$ cat config.mk
export PLATFORM = sky130hd
export DESIGN_NAME = pix_out_packer
export DESIGN_NICKNAME = d
export VERILOG_FILES = /design/src/rtl/pix_pack_pkg.sv /design/src/rtl/pix_chan_adjust.sv /design/src/rtl/pix_fmt_pack.sv /design/src/rtl/pix_lane_swap.sv /design/src/rtl/pix_out_packer.sv
export SDC_FILE = /design/constraint.sdc
export NUM_CORES = 1
export LEC_CHECK = 0
export ABC_AREA = 0
export BUFFER_PORTS_ARGS = -buffer_cell sky130_fd_sc_hd__buf_2
export CAP_MARGIN = 10
export CELL_PAD_IN_SITES_DETAIL_PLACEMENT = 2
export CELL_PAD_IN_SITES_GLOBAL_PLACEMENT = 2
export CORE_MARGIN = 4
export CORE_UTILIZATION = 28
export DETAILED_ROUTE_END_ITERATION = 7
export HOLD_SLACK_MARGIN = 0.08
export PLACE_DENSITY_LB_ADDON = 0.1
export SLEW_MARGIN = 20
export SYNTH_ARGS = -nofsm -noshare
export SYNTH_HDL_FRONTEND = slang
export SYNTH_SLANG_ARGS = --single-unit
$ cat constraint.sdc
create_clock -name clk_i -period 1.72 [get_ports clk_i]
set_input_delay 0.516 -clock clk_i [delete_from_list [all_inputs] [get_ports clk_i]]
set_output_delay 0.516 -clock clk_i [all_outputs]
set_load 0.005 [all_outputs]
$ cat src/rtl/pix_pack_pkg.sv
package pix_pack_pkg;
  localparam int CHAN_W = 8;
  localparam int LANES  = 4;
  localparam int WORD_W = CHAN_W * LANES;
  localparam int CNT_W  = 3;

  typedef enum logic [2:0] {
    FMT_ARGB32   = 3'd0,
    FMT_RGB24    = 3'd1,
    FMT_RGB565   = 3'd2,
    FMT_ARGB1555 = 3'd3,
    FMT_ARGB4444 = 3'd4
  } out_fmt_e;

  typedef struct packed {
    logic [CHAN_W-1:0] a;
    logic [CHAN_W-1:0] r;
    logic [CHAN_W-1:0] g;
    logic [CHAN_W-1:0] b;
  } argb_t;
endpackage

$ cat src/rtl/pix_chan_adjust.sv
module pix_chan_adjust
  import pix_pack_pkg::*;
(
  input  logic  fill_en_i,
  input  argb_t fill_px_i,
  input  argb_t in_px_i,
  input  logic  alpha_inv_i,
  input  logic  rb_swap_i,
  output argb_t px_o
);
  argb_t src;
  always_comb begin
    src     = fill_en_i ? fill_px_i : in_px_i;
    px_o.a  = alpha_inv_i ? ~src.a : src.a;  // 255 - a
    px_o.g  = src.g;
    px_o.r  = rb_swap_i ? src.b : src.r;
    px_o.b  = rb_swap_i ? src.r : src.b;
  end
endmodule

$ cat src/rtl/pix_fmt_pack.sv
module pix_fmt_pack
  import pix_pack_pkg::*;
(
  input  argb_t              px_i,
  input  logic [2:0]         fmt_i,
  output logic [WORD_W-1:0]  word_o,
  output logic [CNT_W-1:0]   nbytes_o,
  output logic               bad_o
);
  always_comb begin
    word_o   = '0;
    nbytes_o = 3'd2;
    bad_o    = 1'b0;
    case (fmt_i)
      FMT_ARGB32: begin
        word_o   = {px_i.a, px_i.r, px_i.g, px_i.b};
        nbytes_o = 3'd4;
      end
      FMT_RGB24: begin
        word_o   = {8'h00, px_i.r, px_i.g, px_i.b};
        nbytes_o = 3'd3;
      end
      FMT_RGB565:
        word_o[15:0] = {px_i.r[7:3], px_i.g[7:2], px_i.b[7:3]};
      FMT_ARGB1555:
        word_o[15:0] = {px_i.a[7], px_i.r[7:3], px_i.g[7:3], px_i.b[7:3]};
      FMT_ARGB4444:
        word_o[15:0] = {px_i.a[7:4], px_i.r[7:4], px_i.g[7:4], px_i.b[7:4]};
      default: begin
        nbytes_o = '0;
        bad_o    = 1'b1;
      end
    endcase
  end
endmodule

$ cat src/rtl/pix_lane_swap.sv
module pix_lane_swap
  import pix_pack_pkg::*;
(
  input  logic              en_i,
  input  logic [WORD_W-1:0] word_i,
  output logic [WORD_W-1:0] word_o
);
  for (genvar p = 0; p < LANES / 2; p++) begin : g_pair
    localparam int LO = 2 * p * CHAN_W;
    localparam int HI = LO + CHAN_W;
    assign word_o[LO +: CHAN_W] = en_i ? word_i[HI +: CHAN_W] : word_i[LO +: CHAN_W];
    assign word_o[HI +: CHAN_W] = en_i ? word_i[LO +: CHAN_W] : word_i[HI +: CHAN_W];
  end
endmodule

$ cat src/rtl/pix_out_packer.sv
module pix_out_packer
  import pix_pack_pkg::*;
(
  input  logic              clk_i,
  input  logic              rst_ni,
  input  logic [2:0]        fmt_i,
  input  logic              alpha_inv_i,
  input  logic              rb_swap_i,
  input  logic              byte_swap_i,
  input  logic              fill_en_i,
  input  logic [WORD_W-1:0] fill_color_i,
  input  logic              in_valid_i,
  output logic              in_ready_o,
  input  logic [WORD_W-1:0] in_pixel_i,
  output logic              out_valid_o,
  input  logic              out_ready_i,
  output logic [WORD_W-1:0] out_data_o,
  output logic [CNT_W-1:0]  out_bytes_o,
  output logic              cfg_err_o
);
  argb_t             adj_px;
  logic [WORD_W-1:0] packed_w, swapped_w;
  logic [CNT_W-1:0]  nbytes;
  logic              space, src_valid, load;

  pix_chan_adjust u_adj (
    .fill_en_i  (fill_en_i),
    .fill_px_i  (argb_t'(fill_color_i)),
    .in_px_i    (argb_t'(in_pixel_i)),
    .alpha_inv_i(alpha_inv_i),
    .rb_swap_i  (rb_swap_i),
    .px_o       (adj_px)
  );

  pix_fmt_pack u_pack (
    .px_i    (adj_px),
    .fmt_i   (fmt_i),
    .word_o  (packed_w),
    .nbytes_o(nbytes),
    .bad_o   (cfg_err_o)
  );

  pix_lane_swap u_swap (
    .en_i  (byte_swap_i),
    .word_i(packed_w),
    .word_o(swapped_w)
  );

  assign space      = !out_valid_o || out_ready_i;
  assign src_valid  = !cfg_err_o && (fill_en_i || in_valid_i);
  assign load       = space && src_valid;
  assign in_ready_o = space && !cfg_err_o && !fill_en_i;

  always_ff @(posedge clk_i or negedge rst_ni) begin
    if (!rst_ni) begin
      out_valid_o <= 1'b0;
      out_data_o  <= '0;
      out_bytes_o <= '0;
    end else if (space) begin
      out_valid_o <= src_valid;
      if (load) begin
        out_data_o  <= swapped_w;
        out_bytes_o <= nbytes;
      end
    end
  end


  stall_hold_chk: assert property (@(posedge clk_i) disable iff (!rst_ni)
    out_valid_o && !out_ready_i |=> out_valid_o && $stable(out_data_o) && $stable(out_bytes_o));

  cfg_block_chk: assert property (@(posedge clk_i) disable iff (!rst_ni)
    cfg_err_o |-> !in_ready_o);

  fill_flow_chk: assert property (@(posedge clk_i) disable iff (!rst_ni)
    fill_en_i && !cfg_err_o && space |=> out_valid_o);

  byte_cnt_chk: assert property (@(posedge clk_i) disable iff (!rst_ni)
    out_valid_o |-> out_bytes_o inside {3'd2, 3'd3, 3'd4});

  half_word_chk: assert property (@(posedge clk_i) disable iff (!rst_ni)
    out_valid_o && out_bytes_o == 3'd2 |-> out_data_o[31:16] == 16'h0);
endmodule

Yosys cells after proc, flatten, opt, wreduce, memory -nomap -nowiden:

Cells that the tools add are included.

* add/subtract/negate cells: 0
* $mul: 0
* divide/modulo/power cells: 0
* magnitude comparators: 0
* equality and inequality tests: 4
* shift operators: 0
* multiplexer cells: 12
* bitwise operators: 1
* reduce and logical (&&, ||, !) cells: 13

Operators by type and width (count)
* case mux 16 bit (4 select lines): 1
* 2-to-1 mux 8 bit: 7
* 2-to-1 mux 32 bit: 1
* case mux 16 bit (2 select lines): 1
* case mux 3 bit (3 select lines): 1
* inverter 8 bit: 1
* == test 3 x 2 -> 1 bit (second input constant): 2
* OR reduction 5 bit: 1
* logical AND 1 bit: 4
* == test 3 x 1 -> 1 bit (second input constant): 1
* == test 3 bit (second input constant): 1
* zero test 3 bit: 1
* OR reduction 3 bit: 1
* zero test 1 bit: 2
* logical OR 1 bit: 2
* AND reduction 2 bit: 1
* OR reduction 2 bit: 1
* 2-to-1 mux 1 bit: 1

* register bits: 36
* bits in latches: 0
* RAM bits: 0
* memory bits (read-only): 0
* input port bits: 75
* output and inout port bits: 38
* logic and storage cells: 33
* memories kept: 0

Longest topological paths before layout:

* depth in word-level cells: 5
* mapped depth: 8
* gate-level depth less buffers: 5

By module:

A second synthesis with hierarchy kept.

* cell total of the unflattened synthesis: 244
* area, all modules: 3183.1 um^2

By module, submodules not included
* pix_out_packer: times used 1, cells an instance 79, area an instance 1373.8 um^2, sequential area each 900.9 um^2
* pix_chan_adjust: times used 1, cells an instance 47, area an instance 676.9 um^2, sequential area each 0.0 um^2
* pix_fmt_pack: times used 1, cells an instance 82, area an instance 588.1 um^2, sequential area each 0.0 um^2
* pix_lane_swap: times used 1, cells an instance 36, area an instance 544.3 um^2, sequential area each 0.0 um^2

Least setup slack after synthesis:

Ideal clock, no wire load.

* kind: input to register
* from: input fill_en_i
* to: register out_data_o[2]
* setup time: 130 ps
* arrival time: 1840 ps
* data required time: 1590 ps
* setup slack: -249 ps
* stages on the path: 6
* path buffers: 1
* cells stage by stage: buf_6 > mux4_2 > a222oi_1 > a21oi_1 > a21oi_1 > o21ai_1

* word-level cells in the longest chain between the ends: 4
* elaborated cells between the ends (all ways): 9
* classes of those cells: mux: 5; reduce/logical: 4

Ends and longest elaborated chain
* start: declaration: RTL line pix_out_packer.sv:10 `input logic fill_en_i,`
* 2-to-1 mux 32 bit / logical OR 1 bit (equally long branches): RTL line pix_chan_adjust.sv:13, pix_out_packer.sv:50
* 2-to-1 mux 8 bit, or another cell as far along: RTL line pix_chan_adjust.sv:17 `px_o.b = rb_swap_i ? src.r : src.b;`
* case mux 16 bit (4 select lines) / logical AND 1 bit (equally long branches): RTL line pix_fmt_pack.sv:14, pix_out_packer.sv:51
* 2-to-1 mux 8 bit / AND reduction 2 bit (equally long branches)
* end signal: assignment: RTL line pix_out_packer.sv:62 `out_data_o <= swapped_w;`
* end: declaration: RTL line pix_out_packer.sv:17 `output logic [WORD_W-1:0] out_data_o,`

Several ways; a longest one is shown, not always the timed one.
A chain may end at the register's enable or synchronous reset.

Worst setup path after layout:

Same ends and word-level chain as after synthesis.

==> impl_metrics.csv <==
group,metric,value,unit
worst_setup_path,critPathMaxFanout,8,
timing,tightest_slew,690,ps
worst_setup_path,startpoint_type,"primary input",
route,via_per_inst,5.57,
final_layout,postLayoutCellArea,4780,um2
clocking,cts_tree,"done",
route,drt-total-wl,15.9,mm
run_status,failed_checks,"setup timing",
logic_synthesis,yosysSeqAreaShare,32.0,%
final_layout,final_cell_mix,"buf_2 (102), buf_4 (75), nand2_1 (46), dfrtp_1 (36), buf_6 (22)",
final_layout,multi_input_area,2120,um2
clocking,clock_latency,290,ps
die,die_y,108,um
clocking,clockBufferDepth,2,
pwr,switching_share,35.3,%
global_route,grt_pass1_vias,3833,
pwr,intPower,2070,uW
global_route,grt_use_total,24.0,%
placed_design,finalWeightedCongestion,0.860,
logic_synthesis,syn_area,2820,um2
logic_synthesis,yosys_warnings,0,
pwr,p_seq_share,32.9,%
placed_design,post-dp-hpwl,10.3,mm
die,row_count,36,
die,design.core.area,9770,um2
timing,fmax,0.457,GHz
die,start_util,28.8,%
timing,worst_slack,-466,ps
final_layout,mostFrequentLayoutCell,"buf_2",
global_route,grt_pass1_wl,21.5,mm
timing,hold_viol,0,
timing,hold_ws,268,ps
logic_synthesis,ys_seq_elements,36,
final_layout,layout-drive-gt1-share,59.4,%
logic_synthesis,async_flop_share,100,%
placed_design,placed_area,4060,um2
final_layout,seq_area,901,um2
pwr,clock_power_share,23.8,%
route,drt_iter0_markers,147,
clocking,clock_sinks,36,
logic_synthesis,syn_inst,307,
clocking,ctsHoldBuffers,0,
logic_synthesis,ys_types,46,
pwr,p_leak,0.00217,uW
route,firstDrtPassIters,4,
timing,slew_headroom,54.0,%
job,max_cap_viol_count,0,
placed_design,io_buffers,112,
logic_synthesis,synth_flop_cell,"dfrtp_1",
timing,rsz0062_at_grt,"yes",
pwr,p_per_area,670,nW/um2
route,post-route-drc-count,0,
final_layout,finalNetCount,572,
logic_synthesis,syn_nets,382,
route,route.vias.total,3522,
timing,slew_violations,0,
clocking,cts_made_buffers,5,
worst_setup_path,critPathKind,"in2reg",
worst_setup_path,required,1900,ps
timing,worst_clock_skew,3.60,ps
global_route,grt_max_degree,37,
clocking,root_buffer,"clkbuf_8",
final_layout,syn2layout_area_growth,69.6,%
clocking,htree_levels,2,
timing,setup_viol,33,
pwr,p_switching,1130,uW
logic_synthesis,yosys.area.top_type,"dfrtp_1",
die,fp.dieW,108,um
logic_synthesis,synth-edff-count,0,
die,io_pins,113,
logic_synthesis,synth_area_leaders,"dfrtp_1 (32%), nand2_1 (6.8%), mux4_1 (6.5%), mux2_2 (6.0%), mux4_2 (5.6%)",
run_status,status,"complete, but fails checks",
route,antenna_left,0,
global_route,antenna_found_initial,1,
timing,period_share,127,%
worst_setup_path,critPathArrivalTime,2370,ps
logic_synthesis,avgSynthCellArea,9.18,um2
placed_design,dp.cells,604,
route,routedWlPerCell,25.1,um
final_layout,n_fill_cell,1086,
pwr,combPwrFrac,43.3,%
clocking,clk_pin_slew_worst_paths,80,ps
global_route,overflow,0,
pwr,ir_worst_vdd,0.000372,V
worst_setup_path,cp-end-kind,"flip-flop",
hold_path,holdCritPathClass,"in2async",
timing,fin_crit,2190,ps
final_layout,instances_no_fill,632,
logic_synthesis,synth_top_area_share,32.0,%
die,dieArea,11700,um2
-- worst paths after layout --
check,cells past startpoint,endpoint,start,slack [ps]
worst min register to register,2,out_bytes_o[0],out_bytes_o[0],480
worst max register to register,5,out_data_o[12],out_valid_o,180
min in group clk_i,2,out_bytes_o[0],out_bytes_o[0],480
worst min-delay path,2,out_data_o[17],rst_ni,270
max in group asynchronous,2,out_data_o[7],rst_ni,1100
worst max-delay path,11,out_data_o[2],fill_en_i,-470
-- power groups by stage --
stage / registers, uW / logic [uW] / clock network, uW
floorplan: 1070 / 489 / 0
global placement: 1060 / 1050 / 0
detailed placement: 1070 / 1100 / 0
CTS: 1050 / 1250 / 766
global route: 1070 / 1480 / 815
finish: 1050 / 1390 / 761
-- area by class of cell --
type	instances	share of cell area [%]
multi-input cells	242	44.2
clock inverters	2	0.733
flip-flops and latches	36	18.8
inverters	5	0.471
clock buffers	6	1.52
diodes	1	0.0523
well taps	133	3.48
repair buffers	207	30.7
-- flip-flops by register name (all words and copies together) (netlist names) --
register / flops
out_bytes_o: 3
out_data_o: 32
out_valid_o: 1
-- what timing repair did --
action,in CTS,in global routing
setup buffers,16,5
gates cloned,0,0
endpoints found under the setup margin,36,34
pin swaps,37,20
gates resized for setup,83,36
-- per-stage QoR --
step / setup TNS [ps] / setup slack [ps] / total power, uW / util [%]
2_1_floorplan: -1760 / -204 / 1550 / -
3_3_place_gp: -15480 / -781 / 2120 / 41.5
3_5_place_dp: -17400 / -832 / 2160 / 41.5
4_1_cts: -5410 / -400 / 3070 / 46.8
5_1_grt: -11500 / -545 / 3370 / 48.9
6_report: -9990 / -466 / 3200 / 48.9
-- logic make-up after synthesis --
| logic type | share of synthesized area [%] |
|---|---|
| and+or+nand+nor | 16.7 |
| DFF | 32.0 |
| buffers and inverters | 4.84 |
| AOI/OAI and AO/OA | 21.3 |
| xor gates and xnor gates | 2.49 |
| muxes | 22.7 |
-- synth_stat cells, drive strengths merged (2+ instances only) --
library cell	count
nand2	51
dfrtp	36
nor2	26
o21ai	22
mux2	15
mux4	14
mux2i	13
buf	12
clkbuf	12
a21oi	9
a31oi	9
a221oi	7
a32oi	7
nand3	7
nor3	7
a22oi	6
xnor2	6
inv	5
o221ai	4
a221o	3
and3	3
nor2b	3
o211ai	3
o32ai	3
a211oi	2
a22o	2
nand2b	2
nor3b	2
o21a	2
o22ai	2
xor2	2
-- metal layers --
layer,global-route usage (%),up-vias,part of all wire [%]
met5,0,-,0
met4,8.48,0,3.5
met3,4.42,35,4.2
met2,42.4,140,52
met1,29.1,1799,41
li1,-,1548,-
-- critical path: stages --
cell     delay (ps)
buf_12          100
buf_4           120
buf_6           110
buf_6           110
buf_6           110
buf_12          140
mux4_2          460
a22oi_1         260
nand2_1         190
a21oi_2         190
o21ai_1          60
No activity file was read; power rests on OpenSTA's default activity.
